### config.mk
export PLATFORM = sky130hd
export DESIGN_NAME = gpio_group_irq
export DESIGN_NICKNAME = d
export VERILOG_FILES = /design/src/rtl/gpio_irq_pkg.sv /design/src/rtl/gpio_irq_regs.sv /design/src/rtl/gpio_irq_group.sv /design/src/rtl/gpio_group_irq.sv
export SDC_FILE = /design/constraint.sdc
export NUM_CORES = 1
export LEC_CHECK = 0
export BUFFER_PORTS_ARGS = -buffer_cell sky130_fd_sc_hd__buf_2
export CAP_MARGIN = 0
export CORE_AREA = 2 2 115 117
export CTS_CLUSTER_SIZE = 24
export DETAILED_ROUTE_END_ITERATION = 8
export DIE_AREA = 0 0 117 119
export PLACE_DENSITY = 0.95
export SLEW_MARGIN = 10
export SYNTH_ARGS = -nofsm -noshare
export SYNTH_HDL_FRONTEND = slang
export SYNTH_SLANG_ARGS = --single-unit
### constraint.sdc
create_clock -name clk -period 2.7 [get_ports clk]
set_input_delay 0.27 -clock clk [delete_from_list [all_inputs] [get_ports clk]]
set_output_delay 0.27 -clock clk [all_outputs]
set_load 0.05 [all_outputs]
### src/rtl/gpio_irq_pkg.sv
package gpio_irq_pkg;
  localparam int BUS_W   = 32;
  localparam int ADDR_W  = 8;
  localparam int MODE_W  = 3;
  localparam int SEL_W   = 4;

  localparam logic [ADDR_W-1:0] OFS_CFG    = 8'd120;
  localparam logic [ADDR_W-1:0] OFS_ROUTE  = 8'd124;
  localparam logic [ADDR_W-1:0] OFS_MASK   = 8'd128;
  localparam logic [ADDR_W-1:0] OFS_ACK    = 8'd132;
  localparam logic [ADDR_W-1:0] OFS_RAW    = 8'd136;
  localparam logic [ADDR_W-1:0] OFS_MASKED = 8'd140;

  typedef enum logic [MODE_W-1:0] {
    TRIG_OFF  = 3'd0,
    TRIG_HIGH = 3'd1,
    TRIG_LOW  = 3'd2,
    TRIG_SET  = 3'd3,
    TRIG_RSV  = 3'd4,
    TRIG_RISE = 3'd5,
    TRIG_FALL = 3'd6,
    TRIG_ANY  = 3'd7
  } trig_e;
endpackage

### src/rtl/gpio_irq_regs.sv
module gpio_irq_regs
  import gpio_irq_pkg::*;
#(
  parameter int NUM_GRP = 8
) (
  input  logic                      clk,
  input  logic                      rst,
  input  logic [ADDR_W-1:0]         bus_addr,
  input  logic                      bus_wr,
  input  logic [BUS_W-1:0]          bus_wdata,
  input  logic                      bus_rd,
  output logic [BUS_W-1:0]          bus_rdata,
  input  logic [NUM_GRP-1:0]        raw_i,
  output logic [NUM_GRP*MODE_W-1:0] cfg_o,
  output logic [NUM_GRP*SEL_W-1:0]  route_o,
  output logic [NUM_GRP-1:0]        mask_o,
  output logic [NUM_GRP-1:0]        masked_o,
  output logic [NUM_GRP-1:0]        ack_o
);
  localparam int CFG_W   = NUM_GRP * MODE_W;
  localparam int ROUTE_W = NUM_GRP * SEL_W;

  logic [CFG_W-1:0]   cfg_q;
  logic [ROUTE_W-1:0] route_q;
  logic [NUM_GRP-1:0] mask_q;

  always_ff @(posedge clk) begin
    if (rst) begin
      cfg_q   <= '0;
      route_q <= '0;
      mask_q  <= '0;
    end else if (bus_wr) begin
      case (bus_addr)
        OFS_CFG:   cfg_q   <= bus_wdata[CFG_W-1:0];
        OFS_ROUTE: route_q <= bus_wdata[ROUTE_W-1:0];
        OFS_MASK:  mask_q  <= bus_wdata[NUM_GRP-1:0];
        default:   ;
      endcase
    end
  end

  assign masked_o = raw_i & mask_q;
  assign ack_o    = (bus_wr && bus_addr == OFS_ACK) ? bus_wdata[NUM_GRP-1:0] : '0;
  assign cfg_o    = cfg_q;
  assign route_o  = route_q;
  assign mask_o   = mask_q;

  always_ff @(posedge clk) begin
    if (rst) begin
      bus_rdata <= '0;
    end else if (bus_rd) begin
      case (bus_addr)
        OFS_CFG:    bus_rdata <= BUS_W'(cfg_q);
        OFS_ROUTE:  bus_rdata <= BUS_W'(route_q);
        OFS_MASK:   bus_rdata <= BUS_W'(mask_q);
        OFS_RAW:    bus_rdata <= BUS_W'(raw_i);
        OFS_MASKED: bus_rdata <= BUS_W'(masked_o);
        default:    bus_rdata <= '0;
      endcase
    end
  end

  // configuration state returns to zero after reset
  p_reset_clear_r1: assert property (@(posedge clk)
    rst |=> (cfg_q == '0 && route_q == '0 && mask_q == '0));

  // masked status read never carries upper bits
  p_masked_upper_r9: assert property (@(posedge clk) disable iff (rst)
    (bus_rd && bus_addr == OFS_MASKED) |=> (bus_rdata[BUS_W-1:NUM_GRP] == '0));
endmodule

### src/rtl/gpio_irq_group.sv
module gpio_irq_group
  import gpio_irq_pkg::*;
#(
  parameter int NUM_SEL = 16,
  parameter int NUM_GRP = 8,
  parameter int GIDX    = 0
) (
  input  logic                       clk,
  input  logic                       rst,
  input  logic [NUM_SEL*NUM_GRP-1:0] pins_i,
  input  logic [SEL_W-1:0]           sel_i,
  input  logic [MODE_W-1:0]          mode_i,
  input  logic                       ack_i,
  output logic                       raw_o
);
  localparam int NPIN = NUM_SEL * NUM_GRP;

  logic picked;
  logic sync1_q, sync2_q, prev_q, pend_q;
  logic is_off, is_edge, rise, fall, hit;

  always_comb begin
    picked = 1'b0;
    for (int s = 0; s < NUM_SEL; s++)
      if (sel_i == SEL_W'(s)) picked = pins_i[s*NUM_GRP + GIDX];
  end

  assign is_off  = (mode_i[1:0] == 2'b00);
  assign is_edge = mode_i[2] && !is_off;
  assign rise    = sync2_q && !prev_q;
  assign fall    = !sync2_q && prev_q;
  assign hit     = ((mode_i == TRIG_RISE) && rise) ||
                   ((mode_i == TRIG_FALL) && fall) ||
                   ((mode_i == TRIG_ANY)  && (rise || fall));

  always_ff @(posedge clk) begin
    if (rst) begin
      sync1_q <= 1'b0;
      sync2_q <= 1'b0;
      prev_q  <= 1'b0;
      pend_q  <= 1'b0;
    end else begin
      sync1_q <= picked;
      sync2_q <= sync1_q;
      if (!is_off) prev_q <= sync2_q;
      if (!is_edge)    pend_q <= 1'b0;
      else if (hit)    pend_q <= 1'b1;
      else if (ack_i)  pend_q <= 1'b0;
    end
  end

  always_comb begin
    case (mode_i)
      TRIG_HIGH: raw_o = sync2_q;
      TRIG_LOW:  raw_o = !sync2_q;
      TRIG_SET:  raw_o = 1'b1;
      TRIG_RISE, TRIG_FALL, TRIG_ANY: raw_o = pend_q;
      default:   raw_o = 1'b0;
    endcase
  end

  // a pending edge survives until acknowledged
  p_pend_hold_r6: assert property (@(posedge clk) disable iff (rst)
    (pend_q && !ack_i && is_edge) |=> pend_q);

  // a detected edge always lands in the latch, acknowledge or not
  p_edge_wins_r8: assert property (@(posedge clk) disable iff (rst)
    (is_edge && hit) |=> pend_q);

  // off codes never report status
  p_off_quiet_r5: assert property (@(posedge clk) disable iff (rst)
    is_off |-> !raw_o);
endmodule

### src/rtl/gpio_group_irq.sv
module gpio_group_irq
  import gpio_irq_pkg::*;
#(
  parameter int NUM_SEL = 16,
  parameter int NUM_GRP = 8
) (
  input  logic                       clk,
  input  logic                       rst,
  input  logic [ADDR_W-1:0]          bus_addr,
  input  logic                       bus_wr,
  input  logic [BUS_W-1:0]           bus_wdata,
  input  logic                       bus_rd,
  output logic [BUS_W-1:0]           bus_rdata,
  input  logic [NUM_SEL*NUM_GRP-1:0] pins_i,
  output logic                       irq_o
);
  logic [NUM_GRP*MODE_W-1:0] cfg;
  logic [NUM_GRP*SEL_W-1:0]  route;
  logic [NUM_GRP-1:0]        mask, masked, ack, raw;
  logic                      irq_q;

  gpio_irq_regs #(.NUM_GRP(NUM_GRP)) u_regs (
    .clk(clk), .rst(rst),
    .bus_addr(bus_addr), .bus_wr(bus_wr), .bus_wdata(bus_wdata),
    .bus_rd(bus_rd), .bus_rdata(bus_rdata),
    .raw_i(raw), .cfg_o(cfg), .route_o(route), .mask_o(mask),
    .masked_o(masked), .ack_o(ack)
  );

  for (genvar g = 0; g < NUM_GRP; g++) begin : g_grp
    gpio_irq_group #(.NUM_SEL(NUM_SEL), .NUM_GRP(NUM_GRP), .GIDX(g)) u_grp (
      .clk(clk), .rst(rst), .pins_i(pins_i),
      .sel_i(route[g*SEL_W +: SEL_W]),
      .mode_i(cfg[g*MODE_W +: MODE_W]),
      .ack_i(ack[g]),
      .raw_o(raw[g])
    );
  end

  always_ff @(posedge clk) begin
    if (rst) irq_q <= 1'b0;
    else     irq_q <= |masked;
  end
  assign irq_o = irq_q;

  // interrupt line trails the masked status by one cycle
  p_irq_follow_r10: assert property (@(posedge clk) disable iff (rst)
    1'b1 |=> (irq_o == $past(|masked)));

  // masked status is a subset of the mask
  p_masked_subset_r9: assert property (@(posedge clk) disable iff (rst)
    ((masked & ~mask) == '0));
endmodule

Word level (Yosys, flattened, before mapping)
Index checks and enable logic that the tools add are counted.
{ "classes": {"n_reduce_logical": 141, "muxes": 154, "n_bitwise": 9, "eq_ne": 174} }
{ "op_table": {"columns": ["cell", "count"], "rows": [
  ["$eq A4 B4 Y1 const B", 64],
  ["$pmux W32 S5", 1],
  ["$mux W1", 144],
  ["$eq A4 B3 Y1 const B", 32],
  ["$eq A3 B3 Y1 const B", 24],
  ["$eq A4 B2 Y1 const B", 16],
  ["$logic_and A1 B1 Y1", 49],
  ["$eq A3 B2 Y1 const B", 16],
  ["$eq A4 B1 Y1 const B", 8],
  ["$eq A8 B8 Y1 const B", 4],
  ["$logic_not A4 Y1", 8],
  ["$pmux W1 S4", 8],
  ["$eq A3 B1 Y1 const B", 8],
  ["$logic_not A1 Y1", 24],
  ["$logic_or A1 B1 Y1", 24],
  ["$reduce_or A3 Y1", 8],
  ["$eq A8 B7 Y1 const B", 2],
  ["$logic_not A2 Y1", 8],
  ["$reduce_bool A2 Y1", 8],
  ["$reduce_or A2 Y1", 8],
  ["$and A8 B8 Y8", 1],
  ["$mux W8", 1],
  ["$not A1 Y1", 8],
  ["$reduce_or A8 Y1", 1],
  ["$reduce_and A2 Y1", 3]
]} }
{ "totals": {"register_bits": 129} }

Longest topological paths before layout
{ "depth": {"ltp_word": 17, "depth_mapped": 8} }

Hierarchy
Synthesis repeated with hierarchy kept, for this count alone.
{ "hier_totals": {"cells_unflattened": 956, "area_unflattened_um2": 7521.0} }
{ "modules_own_cells": {"columns": ["mod", "instances", "cells_per_inst", "area_each_um2"], "rows": [
  ["gpio_irq_regs", 1, 496, 4010.1],
  ["gpio_irq_group", 8, 57, 434.2],
  ["gpio_group_irq", 1, 4, 37.5]
]} }

Least setup slack after synthesis
OpenSTA, ideal clock, no wires.
{ "synth_path": {"path_type": "register to register", "startpoint": "register u_regs.route_q[28] (netlist: u_regs.route_o[28])", "endpoint": "register g_grp[7].u_grp.sync1_q", "n_path_buf": 1, "required_time_ps": 2569, "t_arrival_ps": 1673, "setup_slack_ps": 896, "setup_ps": 131, "stages_incl_launch_ff": 5, "cell_sequence": "dfxtp_1 clkbuf_1 mux4_2 mux4_2 nor3b_1"} }
{ "synth_between": {"elab_chain_len": 17} }
{ "synth_lines": {"columns": ["element", "line_no", "text"], "rows": [
  ["from (decl)", "gpio_irq_regs.sv:24", "logic [ROUTE_W-1:0] route_q;"],
  ["from (signal assigned)", "gpio_irq_regs.sv:35", "OFS_ROUTE: route_q <= bus_wdata[ROUTE_W-1:0];"],
  ["$logic_not A4 Y1", "gpio_irq_group.sv:25", "if (sel_i == SEL_W'(s)) picked = pins_i[s*NUM_GRP + GIDX];"],
  ["$mux W1 (15 in a row)", "gpio_irq_group.sv:25", null],
  ["$mux W1 *", "gpio_irq_group.sv:25", null],
  ["to (signal assigned)", "gpio_irq_group.sv:43", "sync1_q <= picked;"],
  ["to (decl)", "gpio_irq_group.sv:19", "logic sync1_q, sync2_q, prev_q, pend_q;"]
]} }
Mark *: on every way between the ends. The rest lies on a longest branch, timed or not.
A chain may end at the register's enable or synchronous reset.

Worst setup path in the final report
{ "layout_path": {"startpoint": "register u_regs.route_q[12] (netlist: u_regs.route_o[12])", "endpoint": "register g_grp[3].u_grp.sync1_q"} }
{ "layout_between": {"elab_chain_len": 17} }
{ "layout_lines": {"columns": ["element", "line_no"], "rows": [
  ["$logic_not A4 Y1", "gpio_irq_group.sv:25"],
  ["$mux W1 (15 in a row)", "gpio_irq_group.sv:25"],
  ["$mux W1 *", "gpio_irq_group.sv:25"],
  ["to (signal assigned)", "gpio_irq_group.sv:43"],
  ["to (decl)", "gpio_irq_group.sv:19"]
]} }
Marks and branches as above.

==> reports/metrics.sh <==
SYNTH_AREA_SQ_MM=0.006920
CRITICAL_PATH.MOST_COMMON_CELL='sky130_fd_sc_hd__mux4_2'
CTS-ROOT-TO-SINK-BUFFERS=2
SYNTHMOSTINSTANTIATEDCELL='sky130_fd_sc_hd__nand2_1'
VIA_COUNT=6676
RSZ0062_AT_GRT='no'
ASYNC_FLOP_SHARE_PCT=0
SYNTH_EDF_COUNT=0
SETUP-TNS-FINAL_NS=0
POSTLAYOUTSETUPSLACKWORST_NS=0.8282
PLACE_HPWL_MM=13.34
POST-ROUTE-DRC-COUNT=0
SYNTH_FP_NETS=1011
CRITPATHBUFINV=0
NUMBER_OF_GLOBAL_ROUTE_VIAS_BEFORE_REPAIR=6520
CAP_VIOLATIONS=0
TIMING.FMAX_MHz=534.2
TIMING_WORST_SETUP_PATH_TYPE='flop to flop'
SETUP.WORST_PATH.END_CLASS='flop'
HTREEDEPTH=4
SEQ_AREA_FRAC_SYNTH_PCT=37.32
LARGEST_NET_DEGREE_AT_THE_START_OF_GLOBAL_ROUTING=59
CTS-HOLD-FIX-BUFFERS=0
DETAILEDROUTE.FIRSTPASSITERATIONCOUNT=5
TIMING_MAX_TRANSITION_VIOLATIONS_FINAL=0
FP.DIEH_UM=119
TRITONCTS='done'
ROUTE.ANTENNA.REMAINING_NETS=0
GLOBAL_ROUTE.USAGE.TOTAL_PCT=27.56
WORSTSKEWPAIRLATENCY_NS=0.42
TIGHTESTPINTRANSITION_NS=0.9360
POST-CTS-SETUP-BUFFERS=0
POWER.CLOCK.FRACTION_PCT=52.7
CP.REQUIRED_NS=2.97
SYNTHESIZED_AREA_FRACTION_OCCUPIED_BY_AND_OR_NAND_NOR_CELLS_PCT=21.68
PLACE_CONGESTION=0.9323
CRITPATHMAXSTAGEDELAY_NS=0.56
DRTITER0DRC=454
CTS_BUFS_INSERTED=17
TIMING.CRITICAL_PATH.FANOUT_MAX=7
CRIT-REG2REG-LAUNCH='u_regs.route_o[12]'
YS_DOMINANT_REG_CELL='sky130_fd_sc_hd__dfxtp_1'
CORE_AREA_SQ_MM=0.01287
POST_SYNTH_XOR_AREA_FRACTION_PCT=0
POST_CTS.RESIZED_INSTANCES=0
ROUTED_WIRE_LENGTH_PER_INSTANCE_UM=16.08
POST_ROUTE_CELLS_DRIVE_ABOVE_1_SHARE_PCT=29.48
NETS=1179
ROWS=42
START_UTIL_PCT=53.75
NET-SWITCHING-POWER_W=0.001027
CRITICAL_PATH_ARRIVAL_NS=2.15
CLK_PIN_SLEW_NS=0.06
SETUP_VIOL=0
POWER.COMBINATIONAL.FRACTION_PCT=6.3
IO-PIN-COUNT=205
AREA_GROWTH_SYN_TO_LAYOUT_PCT=23.99
INTERNAL_POWER_W=0.003670
NFILLCELLS=973
CRITICAL_PATH.SLOWEST_CELL='sky130_fd_sc_hd__mux4_2'
RESULT_OF_THE_RUN='complete, no violations'
PRE_CTS_SLACK_NS=0.4927
SYNTH-WARNING-COUNT=0
FINAL.SETUP_SKEW_NS=0.008203
SYNTHESIZED_AREA_DIVIDED_BY_SYNTHESIZED_CELL_COUNT_SQ_UM=8.409
CRITPATHLAUNCHTYPE='flop'
WORST_RELATIVE_SLEW_SLACK_PCT=37.60
MIN-DELAY-PATH-CLASS='primary input to flop'
CTSROOTBUFFERMASTER='sky130_fd_sc_hd__clkbuf_16'
VIASPERCELL=5.653
NETLIST_INSTANCES=823
YS_TOP_CELLS_BY_COUNT='sky130_fd_sc_hd__nand2_1, sky130_fd_sc_hd__dfxtp_1, sky130_fd_sc_hd__a21oi_1'
PERIOD_NEEDED_NS=1.872
MULTIPLEXER_AREA_FRACTION_AFTER_SYNTHESIS_PCT=15.13
POST-SYNTH-TOP-AREA-CELL='sky130_fd_sc_hd__dfxtp_1'
CRITPATHLAUNCH='u_regs.route_o[12]'
ANTENNA_FOUND_INITIAL=1
SWSHARE_PCT=21.87
GRT_OVERFLOW=0
SYNTH.LIB_CELLS_USED.DISTINCT=55
DIE_AREA_SQ_MM=0.01392
POST_SYNTH_MAIN_AREA_CONTRIBUTORS='sky130_fd_sc_hd__dfxtp_1, sky130_fd_sc_hd__mux4_2, sky130_fd_sc_hd__nand2_1, sky130_fd_sc_hd__a21oi_1, sky130_fd_sc_hd__mux2i_1'
SYNTH_TOP_FAMILY_BY_AREA='simple AND/OR/NAND/NOR gates'
YOSYS.AREA_SHARE.ADDER_PCT=2.893
FLIP_FLOP_AND_LATCH_COUNT_AFTER_SYNTHESIS=129
WORST_HOLD_STARTPOINT='bus_wdata[25]'
FINALHOLDVIOLATIONS=0
SEQ_POWER_SHARE_PCT=41.0
DIE_X_UM=117
MAX-VDD-IR-DROP_uV=316.1
TIMING.FINAL.CRIT_SHARE_PCT=69.33
SERIES_OF_CELL_INSTANCES_ALONG_THE_CRITICAL_PATH='mux4_2, mux4_2, nor2b_1'
WIRE_LENGTH_OF_THE_FIRST_GLOBAL_ROUTING_PASS_MM=30.31
CLOCK-SINKS=129
PORT_BUFFERS=204
WORST_PATH_DOMINANT_CELL_FAMILY='multiplexers'
SYNTH_TOP_CELL_AREA_SHARE_PCT=37.32
SYNTH-COMPOUND-AREA-SHARE_PCT=17.07
ROUTED_WIRELENGTH_MM=19.00
POWER.DENSITY_mW_PER_MM2=547.4
CELLLEAKAGEPOWER_nW=3.249
-- metrics by stage --
stage / utilization, % / cells / area [sq um] / hold slack, ns / power, W
after floorplan: - / 823 / 6920 / 0.4060 / 0.002095
after global placement: 61.69 / 1148 / 7943 / 0.4157 / 0.002249
after detailed placement: 61.69 / 1148 / 7943 / 0.4264 / 0.002261
after CTS: 66.63 / 1180 / 8578 / 0.08282 / 0.004702
after global routing: 66.63 / 1180 / 8578 / 0.08805 / 0.004810
final: 66.65 / 1181 / 8581 / 0.08695 / 0.004697
-- logic make-up (layout without fill, tap and decap cells) --
family,count (synthesis),in the layout
compound gates,201,201
fa+ha+maj,16,16
buf+inv,98,279
flops,129,129
mux,70,70
other cells,0,1
simple gates,309,309
-- flip-flops by register name, summed over array words and instances, names as in the netlist --
signal and cells:
irq_o 1, u_regs.cfg_o 24, u_regs.mask_o 8, g_grp.u_grp.prev_q 8, u_regs.bus_rdata 32, g_grp.u_grp.sync1_q 8, g_grp.u_grp.pend_q 8, g_grp.u_grp.sync2_q 8
u_regs.route_o 32
-- power by group through the flow --
| stage | combinational [W] | sequential (W) | clock, W |
|---|---|---|---|
| floorplan | 0.000132 | 0.00196 | 0 |
| global placement | 0.000282 | 0.00197 | 0 |
| detailed placement | 0.000293 | 0.00197 | 0 |
| CTS | 0.000295 | 0.00193 | 0.00248 |
| global route | 0.000323 | 0.00193 | 0.00256 |
| finish | 0.000296 | 0.00193 | 0.00247 |
-- final cells by class --
cell class | count | area, sq um | area share (%)
Clock buffer | 20 | 456.7 | 5.322
Clock inverter | 12 | 178.9 | 2.085
Antenna cell | 1 | 2.502 | 0.02916
Inverter | 36 | 135.1 | 1.575
Multi-Input combinational cell | 596 | 3929 | 45.79
Sequential cell | 129 | 2582 | 30.10
Timing Repair Buffer | 211 | 1076 | 12.54
Tap cell | 176 | 220.2 | 2.566
-- final timing paths --
kind / endpoint / slack (ns) / depth (start not counted)
worst max-delay path: g_grp[3].u_grp.sync1_q / 0.83 / 3
worst min-delay path: u_regs.route_o[25] / 0.09 / 3
worst max register to register: g_grp[3].u_grp.sync1_q / 0.83 / 3
worst min register to register: g_grp[7].u_grp.sync2_q / 0.44 / 1
-- tightest hold or removal path, cell delays in order --
cell                      delay, ns
sky130_fd_sc_hd__buf_2         0.09
sky130_fd_sc_hd__nand2_1       0.05
sky130_fd_sc_hd__a21oi_1       0.05
-- layout by cell type (no fill, tap or decap), types with 3 or more instances in the layout --
cell / netlist / routed
sky130_fd_sc_hd__buf_2: 11 / 203
sky130_fd_sc_hd__nand2_1: 152 / 152
sky130_fd_sc_hd__dfxtp_1: 129 / 129
sky130_fd_sc_hd__a21oi_1: 109 / 109
sky130_fd_sc_hd__nor2_1: 55 / 55
sky130_fd_sc_hd__nor2b_1: 41 / 41
sky130_fd_sc_hd__inv_1: 36 / 36
sky130_fd_sc_hd__o21ai_0: 34 / 34
sky130_fd_sc_hd__mux2i_1: 27 / 27
sky130_fd_sc_hd__mux4_2: 26 / 26
sky130_fd_sc_hd__mux2_2: 17 / 17
sky130_fd_sc_hd__clkbuf_16: 0 / 17
sky130_fd_sc_hd__nand2b_1: 16 / 16
sky130_fd_sc_hd__ha_1: 16 / 16
sky130_fd_sc_hd__nor3_1: 9 / 9
sky130_fd_sc_hd__a221oi_1: 8 / 8
sky130_fd_sc_hd__buf_4: 1 / 8
sky130_fd_sc_hd__o21ai_1: 7 / 7
sky130_fd_sc_hd__nor4b_1: 6 / 6
sky130_fd_sc_hd__nand3_1: 5 / 5
sky130_fd_sc_hd__o32ai_1: 5 / 5
sky130_fd_sc_hd__o2bb2ai_1: 5 / 5
sky130_fd_sc_hd__a31oi_1: 5 / 5
sky130_fd_sc_hd__o211ai_1: 4 / 4
sky130_fd_sc_hd__a211oi_1: 4 / 4
sky130_fd_sc_hd__a22oi_1: 4 / 4
sky130_fd_sc_hd__bufinv_16: 0 / 4
sky130_fd_sc_hd__nand4_1: 3 / 3
sky130_fd_sc_hd__nor3b_1: 3 / 3
sky130_fd_sc_hd__o311ai_0: 3 / 3
sky130_fd_sc_hd__nand3b_1: 3 / 3
sky130_fd_sc_hd__o221ai_1: 3 / 3
sky130_fd_sc_hd__inv_6: 0 / 3
sky130_fd_sc_hd__clkinvlp_4: 0 / 3
-- layer usage --
layer	GRT usage, %	part of all wire (%)	up-vias
li1	-	-	3209
met1	32.09	39	3107
met2	47.80	50	301
met3	7.583	7.9	59
met4	10.22	2.9	0
met5	0	0	-
Power figures use the tool's default switching activity.
